--- src/rtl/noise_lfsr_pkg.sv ---
package noise_lfsr_pkg;
  localparam int LFSR_W  = 23;
  localparam int WORD_W  = 12;
  localparam int NTAP    = 8;
  localparam int TAP_LSB = WORD_W - NTAP;
  localparam int FB_HI   = 22;
  localparam int FB_LO   = 17;

  typedef logic [LFSR_W-1:0] lfsr_t;
  typedef logic [WORD_W-1:0] word_t;

  // register bit feeding noise word bit TAP_LSB+i
  function automatic int tap_pos(input int i);
    case (i)
      0: tap_pos = 0;
      1: tap_pos = 2;
      2: tap_pos = 5;
      3: tap_pos = 9;
      4: tap_pos = 11;
      5: tap_pos = 14;
      6: tap_pos = 18;
      default: tap_pos = 20;
    endcase
  endfunction
endpackage

--- src/rtl/noise_clr_timer.sv ---
module noise_clr_timer #(
  parameter int RST_CYCLES = 32768
) (
  input  logic clk,
  input  logic rst_n,
  input  logic test,
  output logic fire
);
  localparam int CW = $clog2(RST_CYCLES + 1);
  localparam logic [CW-1:0] LOAD = CW'(RST_CYCLES);

  logic          test_q, test_q_nx;
  logic [CW-1:0] cnt_q, cnt_nx;
  logic          cnt_en;

  always_comb begin
    cnt_nx    = cnt_q;
    fire      = 1'b0;
    test_q_nx = test;
    cnt_en    = 1'b0;
    if (test && !test_q) begin
      cnt_en = 1'b1;
      cnt_nx = LOAD;
    end else if (test && cnt_q != '0) begin
      cnt_en = 1'b1;
      cnt_nx = cnt_q - 1'b1;
      fire   = (cnt_q == CW'(1));
    end
  end

  always_ff @(posedge clk or negedge rst_n) begin
    if (!rst_n) begin
      test_q <= 1'b0;
      cnt_q  <= '0;
    end else begin
      test_q <= test_q_nx;
      if (cnt_en) cnt_q <= cnt_nx;
    end
  end


  load_on_rise_chk: assert property (@(posedge clk) disable iff (!rst_n)
    (test && !test_q) |=> (cnt_q == LOAD));

  cnt_bound_chk: assert property (@(posedge clk) disable iff (!rst_n)
    cnt_q <= LOAD);

  hold_when_idle_chk: assert property (@(posedge clk) disable iff (!rst_n)
    (!test) |=> $stable(cnt_q));
endmodule

--- src/rtl/noise_tap_map.sv ---
module noise_tap_map
  import noise_lfsr_pkg::*;
(
  input  lfsr_t state,
  input  word_t combo,
  output word_t noise,
  output lfsr_t keep
);
  always_comb begin
    noise = '0;
    keep  = '1;
    for (int i = 0; i < NTAP; i++) begin
      noise[TAP_LSB+i]  = state[tap_pos(i)];
      keep[tap_pos(i)]  = combo[TAP_LSB+i];
    end
  end
endmodule

--- src/rtl/noise_lfsr_core.sv ---
module noise_lfsr_core
  import noise_lfsr_pkg::*;
(
  input  logic  clk,
  input  logic  rst_n,
  input  logic  shift_stb,
  input  logic  test,
  input  logic  wb_en,
  input  logic  fire,
  input  lfsr_t keep,
  output lfsr_t state
);
  lfsr_t state_q, base, state_nx;
  logic  fb;
  logic  upd_en;

  always_comb begin
    base     = wb_en ? (state_q & keep) : state_q;
    fb       = (base[FB_HI] | test) ^ base[FB_LO];
    state_nx = base;
    if (shift_stb && !test) state_nx = {base[LFSR_W-2:0], fb};
    if (fire) state_nx = '1;
    upd_en   = fire | wb_en | (shift_stb & ~test);
  end

  always_ff @(posedge clk or negedge rst_n) begin
    if (!rst_n)      state_q <= '1;
    else if (upd_en) state_q <= state_nx;
  end

  assign state = state_q;


  no_shift_in_test_chk: assert property (@(posedge clk) disable iff (!rst_n)
    (test && !wb_en && !fire) |=> $stable(state_q));

  wb_only_clears_chk: assert property (@(posedge clk) disable iff (!rst_n)
    (wb_en && !fire && !(shift_stb && !test)) |=> ((state_q & ~$past(state_q)) == '0));

  refill_chk: assert property (@(posedge clk) disable iff (!rst_n)
    fire |=> (state_q == '1));

  shift_move_chk: assert property (@(posedge clk) disable iff (!rst_n)
    (shift_stb && !test && !wb_en && !fire) |=>
      (state_q[LFSR_W-1:1] == $past(state_q[LFSR_W-2:0])));
endmodule

--- src/rtl/noise_lfsr_gen.sv ---
module noise_lfsr_gen
  import noise_lfsr_pkg::*;
#(
  parameter int RST_CYCLES = 32768
) (
  input  logic        clk,
  input  logic        rst_n,
  input  logic        shift_stb,
  input  logic        test,
  input  logic        wb_en,
  input  logic [11:0] combo_in,
  output logic [11:0] noise_out
);
  logic  fire;
  lfsr_t state, keep;
  word_t noise;

  noise_clr_timer #(.RST_CYCLES(RST_CYCLES)) u_timer (
    .clk(clk), .rst_n(rst_n), .test(test), .fire(fire)
  );

  noise_tap_map u_map (
    .state(state), .combo(combo_in), .noise(noise), .keep(keep)
  );

  noise_lfsr_core u_core (
    .clk(clk), .rst_n(rst_n), .shift_stb(shift_stb), .test(test),
    .wb_en(wb_en), .fire(fire), .keep(keep), .state(state)
  );

  assign noise_out = noise;


  low_nibble_zero_chk: assert property (@(posedge clk) disable iff (!rst_n)
    noise_out[TAP_LSB-1:0] == '0);
endmodule

--- config.mk ---
export PLATFORM = sky130hd
export DESIGN_NAME = noise_lfsr_gen
export DESIGN_NICKNAME = d
export VERILOG_FILES = /design/src/rtl/noise_lfsr_pkg.sv /design/src/rtl/noise_clr_timer.sv /design/src/rtl/noise_tap_map.sv /design/src/rtl/noise_lfsr_core.sv /design/src/rtl/noise_lfsr_gen.sv
export SDC_FILE = /design/constraint.sdc
export NUM_CORES = 1
export LEC_CHECK = 0
export ABC_AREA = 1
export BUFFER_PORTS_ARGS = -buffer_cell sky130_fd_sc_hd__buf_2
export CORE_MARGIN = 2
export CORE_UTILIZATION = 55
export DETAILED_ROUTE_END_ITERATION = 7
export PLACE_DENSITY = 0.8
export SLEW_MARGIN = 10
export SYNTH_ARGS = -nofsm -noshare
export SYNTH_HDL_FRONTEND = slang
export SYNTH_SLANG_ARGS = --single-unit
--- constraint.sdc ---
create_clock -name clk -period 2.5 [get_ports clk]
set_clock_uncertainty 0.05 [all_clocks]
set_input_delay 0.75 -clock clk [delete_from_list [all_inputs] [get_ports clk]]
set_output_delay 0.75 -clock clk [all_outputs]
set_load 0.05 [all_outputs]
== Word level (Yosys, flattened, before mapping) ==
Cells that the tools add are included.

* Output and inout bits: 12
* Register bits: 40
* Input bits: 17
* Logic and storage cells: 29

* Reduce and logical (&&, ||, !) cells: 8
* Multiplexer cells: 9
* Add/sub/neg operators: 1
* Bitwise gates (word level): 7
* Equal/unequal tests: 1

{| class="wikitable"
|+ Operators with widths
! cell !! number
|-
| 2-to-1 mux 23 bit || 3
|-
| 2-to-1 mux 16 bit || 2
|-
| bitwise AND 23 bit || 1
|-
| == test 16 x 1 -> 1 bit, second input constant || 1
|-
| nonzero test 16 bit || 1
|-
| subtractor 16 x 1 -> 16 bit, second input constant || 1
|-
| 2-to-1 mux 1 bit || 4
|-
| logical AND 1 bit || 3
|-
| OR 1 bit || 3
|-
| zero test 1 bit || 2
|-
| AND reduction 2 bit || 1
|-
| nonzero test 2 bit || 1
|-
| bitwise AND 1 bit || 1
|-
| NOT 1 bit || 1
|-
| bitwise XOR 1 bit || 1
|}

== Logic depth before layout (Yosys ltp) ==
Gate-level depths: netlist (run 1).

* Depth after elaboration: 6
* Gate-level depth with buffers: 11
* Mapped depth without buffers: 10

== By module ==
From an unflattened synthesis (run 1), not the netlist that was laid out.

* Cells, all modules: 337
* Area, all modules: 2607.5 um^2

{| class="wikitable"
|+ By module, submodules not included
! module !! sequential area each (um^2) !! cells each !! instances !! area an instance (um^2)
|-
| noise_lfsr_core || 604.3 || 136 || 1 || 1179.9
|-
| noise_clr_timer || 425.4 || 164 || 1 || 1157.4
|-
| noise_tap_map || 0.0 || 37 || 1 || 270.3
|}

== Worst setup path after synthesis (run 1) ==
No wires, ideal clock.

* Path type: in2reg
* Start: input port test
* End: register u_timer.cnt_q[14]
* Slack: 789 ps
* Cell stages on the path: 8
* Data arrival time: 1542 ps
* Cell sequence: inv_1 -> nor2_1 -> inv_1 -> nand2_4 -> inv_4 -> buf_12 -> nand2_1 -> nand2_1

* Cells in the longest elaborated chain, start to end: 4

{| class="wikitable"
|+ Ends and longest elaborated chain
! what !! line !! RTL
|-
| start, declared || noise_lfsr_gen.sv:9 || <nowiki>input logic test,</nowiki>
|-
| logical AND 1 bit || noise_clr_timer.sv:24 || <nowiki>end else if (test && cnt_q != '0) begin</nowiki>
|-
| 2-to-1 mux 1 bit || noise_clr_timer.sv:24 ||
|-
| 2-to-1 mux 1 bit || noise_clr_timer.sv:21 || <nowiki>if (test && !test_q) begin</nowiki>
|-
| AND reduction 2 bit (no source line) || n/a ||
|-
| end signal, assigned || noise_clr_timer.sv:37 || <nowiki>if (cnt_en) cnt_q <= cnt_nx;</nowiki>
|-
| end, declared || noise_clr_timer.sv:13 || <nowiki>logic [CW-1:0] cnt_q, cnt_nx;</nowiki>
|}

Several ways; a longest one is shown, not always the timed one.
A chain may end at the register's enable or synchronous reset.

== Worst setup path in the final report (run 1) ==
* Start: register u_core.state_q[11] (netlist: u_core.state[11])
* End: output port noise_out[8]

{| class="wikitable"
|+ RTL lines
! what !! line !! RTL
|-
| start, declared || noise_lfsr_core.sv:13 || <nowiki>lfsr_t state_q, base, state_nx;</nowiki>
|-
| start signal, assigned || noise_lfsr_core.sv:28 || <nowiki>else if (upd_en) state_q <= state_nx;</nowiki>
|-
| end, declared || noise_lfsr_gen.sv:12 || <nowiki>output logic [11:0] noise_out</nowiki>
|}

No word-level cell between the ends.

==> flow_summary_export.csv, run 1 <==
group,metric,value,unit
sta,worst_slack,0.618,ns
clock_tree,cts.sinks,40,
logic_synthesis,yosysMostFrequentCell,"nand2_1",
floorplan,core-area,0.00374,sq mm
sta,tightest_slew,0.713,ns
logic_synthesis,syn_area_per_cell,7.63,sq um
global_routing,busiest_layer,"met2",
finish,num_antenna_cells,0,
place,detailed_place_hpwl,2880,microns
sta,fin_crit,1.88,ns
global_routing,gr-usage-met3,5.50,%
worst_setup_path,start_kind,"flip-flop",
worst_setup_path,crit_path_end_kind,"output pin",
clock_tree,max-clock-path-buffers,2,
worst_setup_path,path_buf_inv,1,
finish,instances_no_fill,351,
floorplan,die_height,67.2,microns
detailed_routing,wl_per_cell,11.7,microns
finish,drive_above_1_share,21.8,%
global_routing,grt_pass1_wl,6890,microns
worst_setup_path,critPathTopFamily,"flip-flops",
finish,register_area,0.00103,sq mm
clock_tree,cts.clk_slew.worst_paths,0.08,ns
logic_synthesis,yosysWarnings,0,
job,drv_cap,0,
worst_setup_path,critical_path_arrival,1.08,ns
detailed_routing,ant_nets,0,
global_routing,grt_max_degree,34,
place,post-place-ws,0.408,ns
sta,slew_violations,0,
sta,setup_viol,0,
worst_setup_path,path_cells,"buf_2",
logic_synthesis,netlist_area,0.00220,sq mm
sta,finalCritPeriodShare,75.3,%
sta,hold_viol_final,0,
logic_synthesis,synth-seq-area-share,46.8,%
global_routing,gr-total-overflow,0,
global_routing,antenna_found_initial,0,
floorplan,num_io_pins,29,
clock_tree,hold_buffers,0,
finish,fillers,330,
detailed_routing,drt-initial-drc-count,97,
worst_setup_path,crit_type,"flip-flop to output pin",
place,placedCellCount,343,
sta,tns,0,ns
logic_synthesis,yosys-top-cells-count,"nand2_1 (97), nor2_1 (35), o21ai_0 (33), dfstp_2 (23), inv_1 (18)",
logic_synthesis,synthArstFlopShare,100,%
sta,rsz0062_at_grt,"no",
floorplan,initial_utilization,58.7,%
clock_tree,cts_buffers,5,
place,io_buffers,20,
sta,fmax,531,MHz
worst_setup_path,path_max_fanout,2,
logic_synthesis,synth_top_cell_by_area,"dfstp_2",
logic_synthesis,postSynthRegisterBits,40,
detailed_routing,dr.pass1.iters,4,
logic_synthesis,postSynthCellCount,288,
global_routing,use_met2,36.8,%
logic_synthesis,synth-edff-count,0,
worst_setup_path,slowest_stage,"dfstp_2",
finish,finalNetCount,321,
floorplan,fp-row-count,22,
logic_synthesis,synth_flop_cell,"dfstp_2",
logic_synthesis,synth.distinct_cells,24,
worst_setup_path,slowest_delay,0.53,ns
finish,multiInputGateArea,962,sq um
worst_setup_path,r2r_cells,8,
power,leakage,1.24,nW
place,gp_congestion,0.848,
worst_setup_path,path_depth,1,
power,ir_worst_vdd,0.000684,V
detailed_routing,vias,1790,
detailed_routing,drcViolationCount,0,
floorplan,die_x,67.2,microns
logic_synthesis,synth_top_area_share,27.5,%
sta,slew_headroom,52.5,%
worst_setup_path,worstPathRequired,1.70,ns
floorplan,dieArea,0.00452,sq mm
logic_synthesis,synthTopCellsByArea,"dfstp_2 (27%), dfrtp_1 (19%), nand2_1 (17%)",
status,outcome,"completed",
global_routing,grt_use_met1,22.7,%
global_routing,grt_usage,20.8,%
clock_tree,post_cts.repair.setup_buffers,0,
detailed_routing,vias_per_cell,5.10,
detailed_routing,routed_wirelength,4120,microns
clock_tree,cts_tree,"done",
clock_tree,clk_latency,0.30,ns
hold_path,hold_path.class,"input port to asynchronous set/reset pin",
power,cellPowerDensity,1150,mW/mm^2
clock_tree,cts-resized-gates,0,
clock_tree,cts_root_buffer,"clkbuf_8",
clock_tree,htreeDepth,2,
global_routing,grt_pass1_vias,1651,
finish,synthToLayoutAreaGrowth,7.85,%
## worst register-to-register path, cell delays in order, from the launching register on
cell     delay (ns)
dfrtp_1        0.39
inv_1          0.13
ha_1           0.24
nand2_2        0.13
nor2_4         0.18
a21oi_1        0.10
nand3_1        0.09
buf_4          0.25
o21ai_0        0.13
## flip-flops by register name, indices dropped and copies added (netlist names)
name            flops
u_core.state       23
u_timer.cnt_q      16
u_timer.test_q      1
## layout make-up
| cell class | count | share of cell area, % |
|---|---|---|
| clock inverter | 2 | 1.48 |
| multi-input combinational | 211 | 40.6 |
| sequential | 40 | 43.4 |
| inverter | 19 | 3.11 |
| timing repair buffer | 25 | 5.80 |
| tap | 48 | 2.53 |
| clock buffer | 6 | 3.06 |
## kinds of logic after synthesis
logic type / share of synthesized area, %
AND/OR/NAND/NOR: 31.1
flip-flops: 46.8
buffers and inverters: 9.90
AO/OA/AOI/OAI: 8.42
adder cells (fa/ha/maj): 1.14
other: 0.171
XOR/XNOR: 2.39
## metrics by stage
| stage | hold WS [ns] | util, % | power [mW] | instance area (sq um) |
|---|---|---|---|---|
| 3_5_place_dp | 0.454 | 60.5 | 2.22 | 2260 |
| 3_3_place_gp | 0.444 | 60.5 | 2.18 | 2260 |
| 5_1_grt | 0.505 | 63.3 | 2.97 | 2370 |
| 4_1_cts | 0.467 | 63.3 | 2.75 | 2370 |
| 6_report | 0.451 | 63.3 | 2.73 | 2370 |
| 2_1_floorplan | 0.404 | - | 2.03 | 2210 |
## power breakdown
| part | internal (mW) | switching (mW) |
|---|---|---|
| Clock | 0.296 | 0.229 |
| Combinational | 0.380 | 0.747 |
| Sequential | 0.903 | 0.178 |
## layout by cell type, fill, tap and decap left out, drive strengths merged, types with 2 or more instances in the layout
master  Yosys  routed
dfrtp      17      17
nand3      12      12
nor2       37      37
nand2     105     105
inv        19      19
clkbuf      5       6
dfstp      23      23
o21bai      2       2
conb        1       4
xor2        6       6
o21ai      33      33
buf        16      25
ha          2       2
nand4       7       7
## path summary, 6_finish.rpt
check                                   end  slack [ns]              from
max in group asynchronous  u_core.state[14]        1.28             rst_n
setup reg to reg           u_core.state[13]        0.74  u_timer.cnt_q[0]
hold / removal             u_timer.cnt_q[8]        0.45             rst_n
setup / recovery               noise_out[8]        0.62  u_core.state[11]
hold reg to reg            u_timer.cnt_q[0]        0.47    u_timer.test_q
min in group clk           u_timer.cnt_q[0]        0.47    u_timer.test_q
## routing by layer
metal / vias up / part of all wire, %
li1: 919 / -
met1: 813 / 44
met2: 48 / 48
met3: 10 / 5.8
met4: 0 / 2.7
met5: - / 0
No activity file was read; power rests on OpenSTA's default activity.
==> run 2, diff against run 1 <==
--- a/config.mk
+++ b/config.mk
@@ -8,9 +8,9 @@
 export ABC_AREA = 1
 export BUFFER_PORTS_ARGS = -buffer_cell sky130_fd_sc_hd__buf_2
 export CORE_MARGIN = 2
-export CORE_UTILIZATION = 55
+export CORE_UTILIZATION = 52
 export DETAILED_ROUTE_END_ITERATION = 7
-export PLACE_DENSITY = 0.8
+export PLACE_DENSITY = 0.79
 export SLEW_MARGIN = 10
 export SYNTH_ARGS = -nofsm -noshare
 export SYNTH_HDL_FRONTEND = slang
==> constraint.sdc (replaced) <==
create_clock -name clk -period 1.65 [get_ports clk]
set_clock_uncertainty 0.05 [all_clocks]
set_input_delay 0.495 -clock clk [delete_from_list [all_inputs] [get_ports clk]]
set_output_delay 0.495 -clock clk [all_outputs]
set_load 0.05 [all_outputs]
==> run 2 against run 1 <==
Effect of this change: register-to-register slack lost 0.64 ns; sequential share of layout area shrank 2.8 points; hold slack lost 0.35 ns; sequential power grew 49%; worst setup slack lost 0.59 ns; critical path type unchanged; largest cell class unchanged; highest routed layer unchanged.
==> flow_summary_export.csv, run 2 (same netlist as run 1, synthesis figures left out) <==
group,metric,value,unit
worst_setup_path,crit_path_end_kind,"output pin",
place,gp_congestion,0.954,
floorplan,die_height,69.0,microns
detailed_routing,vias,1846,
floorplan,core-area,0.00403,sq mm
clock_tree,cts_root_buffer,"clkbuf_8",
finish,final_cell_mix,"nand2_1 (96), o21ai_0 (33), nor2_1 (32)",
hold_path,hold_path.class,"input port to asynchronous set/reset pin",
place,detailed_place_hpwl,3070,microns
global_routing,grt_usage,19.6,%
clock_tree,clk_latency,0.29,ns
worst_setup_path,slowest_delay,0.53,ns
finish,drive_above_1_share,26.9,%
sta,finalCritPeriodShare,98.2,%
clock_tree,cts_buffers,5,
finish,finalNetCount,334,
global_routing,grt_max_degree,41,
worst_setup_path,start_kind,"flip-flop",
floorplan,initial_utilization,54.6,%
detailed_routing,vias_per_cell,5.04,
floorplan,die_x,69.0,microns
sta,setup_viol,0,
status,outcome,"completed",
global_routing,antenna_found_initial,0,
sta,fin_crit,1.62,ns
power,leakage,1.32,nW
power,cellPowerDensity,1750,mW/mm^2
worst_setup_path,path_max_fanout,2,
worst_setup_path,path_buf_inv,1,
worst_setup_path,critical_path_arrival,1.08,ns
global_routing,grt_pass1_wl,7530,microns
clock_tree,cts.clk_slew.worst_paths,0.08,ns
clock_tree,max-clock-path-buffers,2,
job,drv_cap,0,
finish,instances_no_fill,366,
global_routing,gr-total-overflow,0,
global_routing,gr-usage-met3,4.24,%
power,ir_worst_vdd,0.000835,V
sta,slew_violations,0,
finish,final_common_cell,"nand2_1",
detailed_routing,wl_per_cell,12.0,microns
sta,fmax,617,MHz
clock_tree,htreeDepth,2,
detailed_routing,drt-initial-drc-count,142,
floorplan,dieArea,0.00476,sq mm
sta,hold_viol_final,0,
worst_setup_path,critPathTopFamily,"flip-flops",
detailed_routing,ant_nets,0,
clock_tree,cts_tree,"done",
finish,largest_register_ffs,23,
detailed_routing,routed_wirelength,4390,microns
worst_setup_path,worstReg2RegEnd,"u_timer.cnt_q[2]",
place,placedCellCount,356,
power,p_total,4.44,mW
clock_tree,cts.sinks,40,
worst_setup_path,reg2reg_from,"u_timer.cnt_q[13]",
finish,num_antenna_cells,0,
floorplan,num_io_pins,29,
worst_setup_path,r2r_setup_slack,0.10,ns
place,io_buffers,20,
worst_setup_path,path_cells,"buf_2",
worst_setup_path,slowest_stage,"dfstp_2",
detailed_routing,drcViolationCount,0,
global_routing,grt_pass1_vias,1754,
global_routing,use_met2,32.1,%
worst_setup_path,worstPathRequired,1.10,ns
detailed_routing,dr.pass1.iters,4,
global_routing,grt_use_met1,25.2,%
worst_setup_path,r2r_cells,9,
global_routing,busiest_layer,"met2",
finish,synthToLayoutAreaGrowth,15.4,%
worst_setup_path,crit_type,"flip-flop to output pin",
floorplan,fp-row-count,23,
[run 2: changes by cell type in the layout (fill, tap and decap cells not counted), moves of 2 or more]
cell / change
inv_6: +2
clkbuf_4: +5
buf_12: +3
nor2_1: -3
buf_4: +10
buf_2: -5
nor2_2: +3
[run 2: worst max path at each step]
stage,start,to,slack [ns],cells after the start
2_1_floorplan,u_timer.cnt_q[0],u_timer.cnt_q[14],0.1,11
3_3_place_gp,u_timer.cnt_q[1],u_timer.cnt_q[8],0.07,10
3_5_place_dp,u_timer.cnt_q[4],u_timer.cnt_q[15],0.04,9
4_1_cts,u_core.state[20],noise_out[11],0.01,1
5_1_grt,u_timer.cnt_q[1],u_timer.cnt_q[7],-0.01,10
6_report,u_core.state[2],noise_out[5],0.03,1
[run 2: metal layers]
layer / up-vias / share of wire [%]
met4: 0 / 1.3
li1: 948 / -
met1: 852 / 45
met2: 40 / 49
met3: 6 / 4.0
met5: - / 0
[run 2: area by class of cell]
class	count	area (sq um)
multi-input cells	211	975
inverters	19	76.3
clock inverters	2	15.0
well taps	50	62.6
repair buffers	38	285
fillers	356	1490
flip-flops and latches	40	1030
clock buffers	6	93.8
[run 2: stage by stage]
stage	worst slack [ns]	cell area, sq um	util (%)	hold slack [ns]	TNS (ns)
6_report	0.0292	2540	63.0	0.0997	0
5_1_grt	-0.0132	2540	63.0	0.123	-0.0265
4_1_cts	0.0136	2500	62.0	0.103	0
3_5_place_dp	0.0400	2390	59.2	0.429	0
3_3_place_gp	0.0688	2390	59.2	0.425	0
2_1_floorplan	0.0993	2210	-	0.149	0
[run 2: power by group]
group	leakage, nW	internal, mW	switching [mW]	total [mW]
registers	0.464	1.37	0.243	1.61
clock network	0.0573	0.396	0.365	0.761
logic	0.803	0.777	1.29	2.06
[run 2: what timing repair did]
| item | CTS | global route |
|---|---|---|
| gates resized for setup | 1 | 10 |
| setup buffers | 0 | 2 |
| cloned | 0 | 0 |
| pin swaps | 0 | 1 |
| hold buffers | 0 | 0 |
| endpoints found under the setup margin | 2 | 41 |
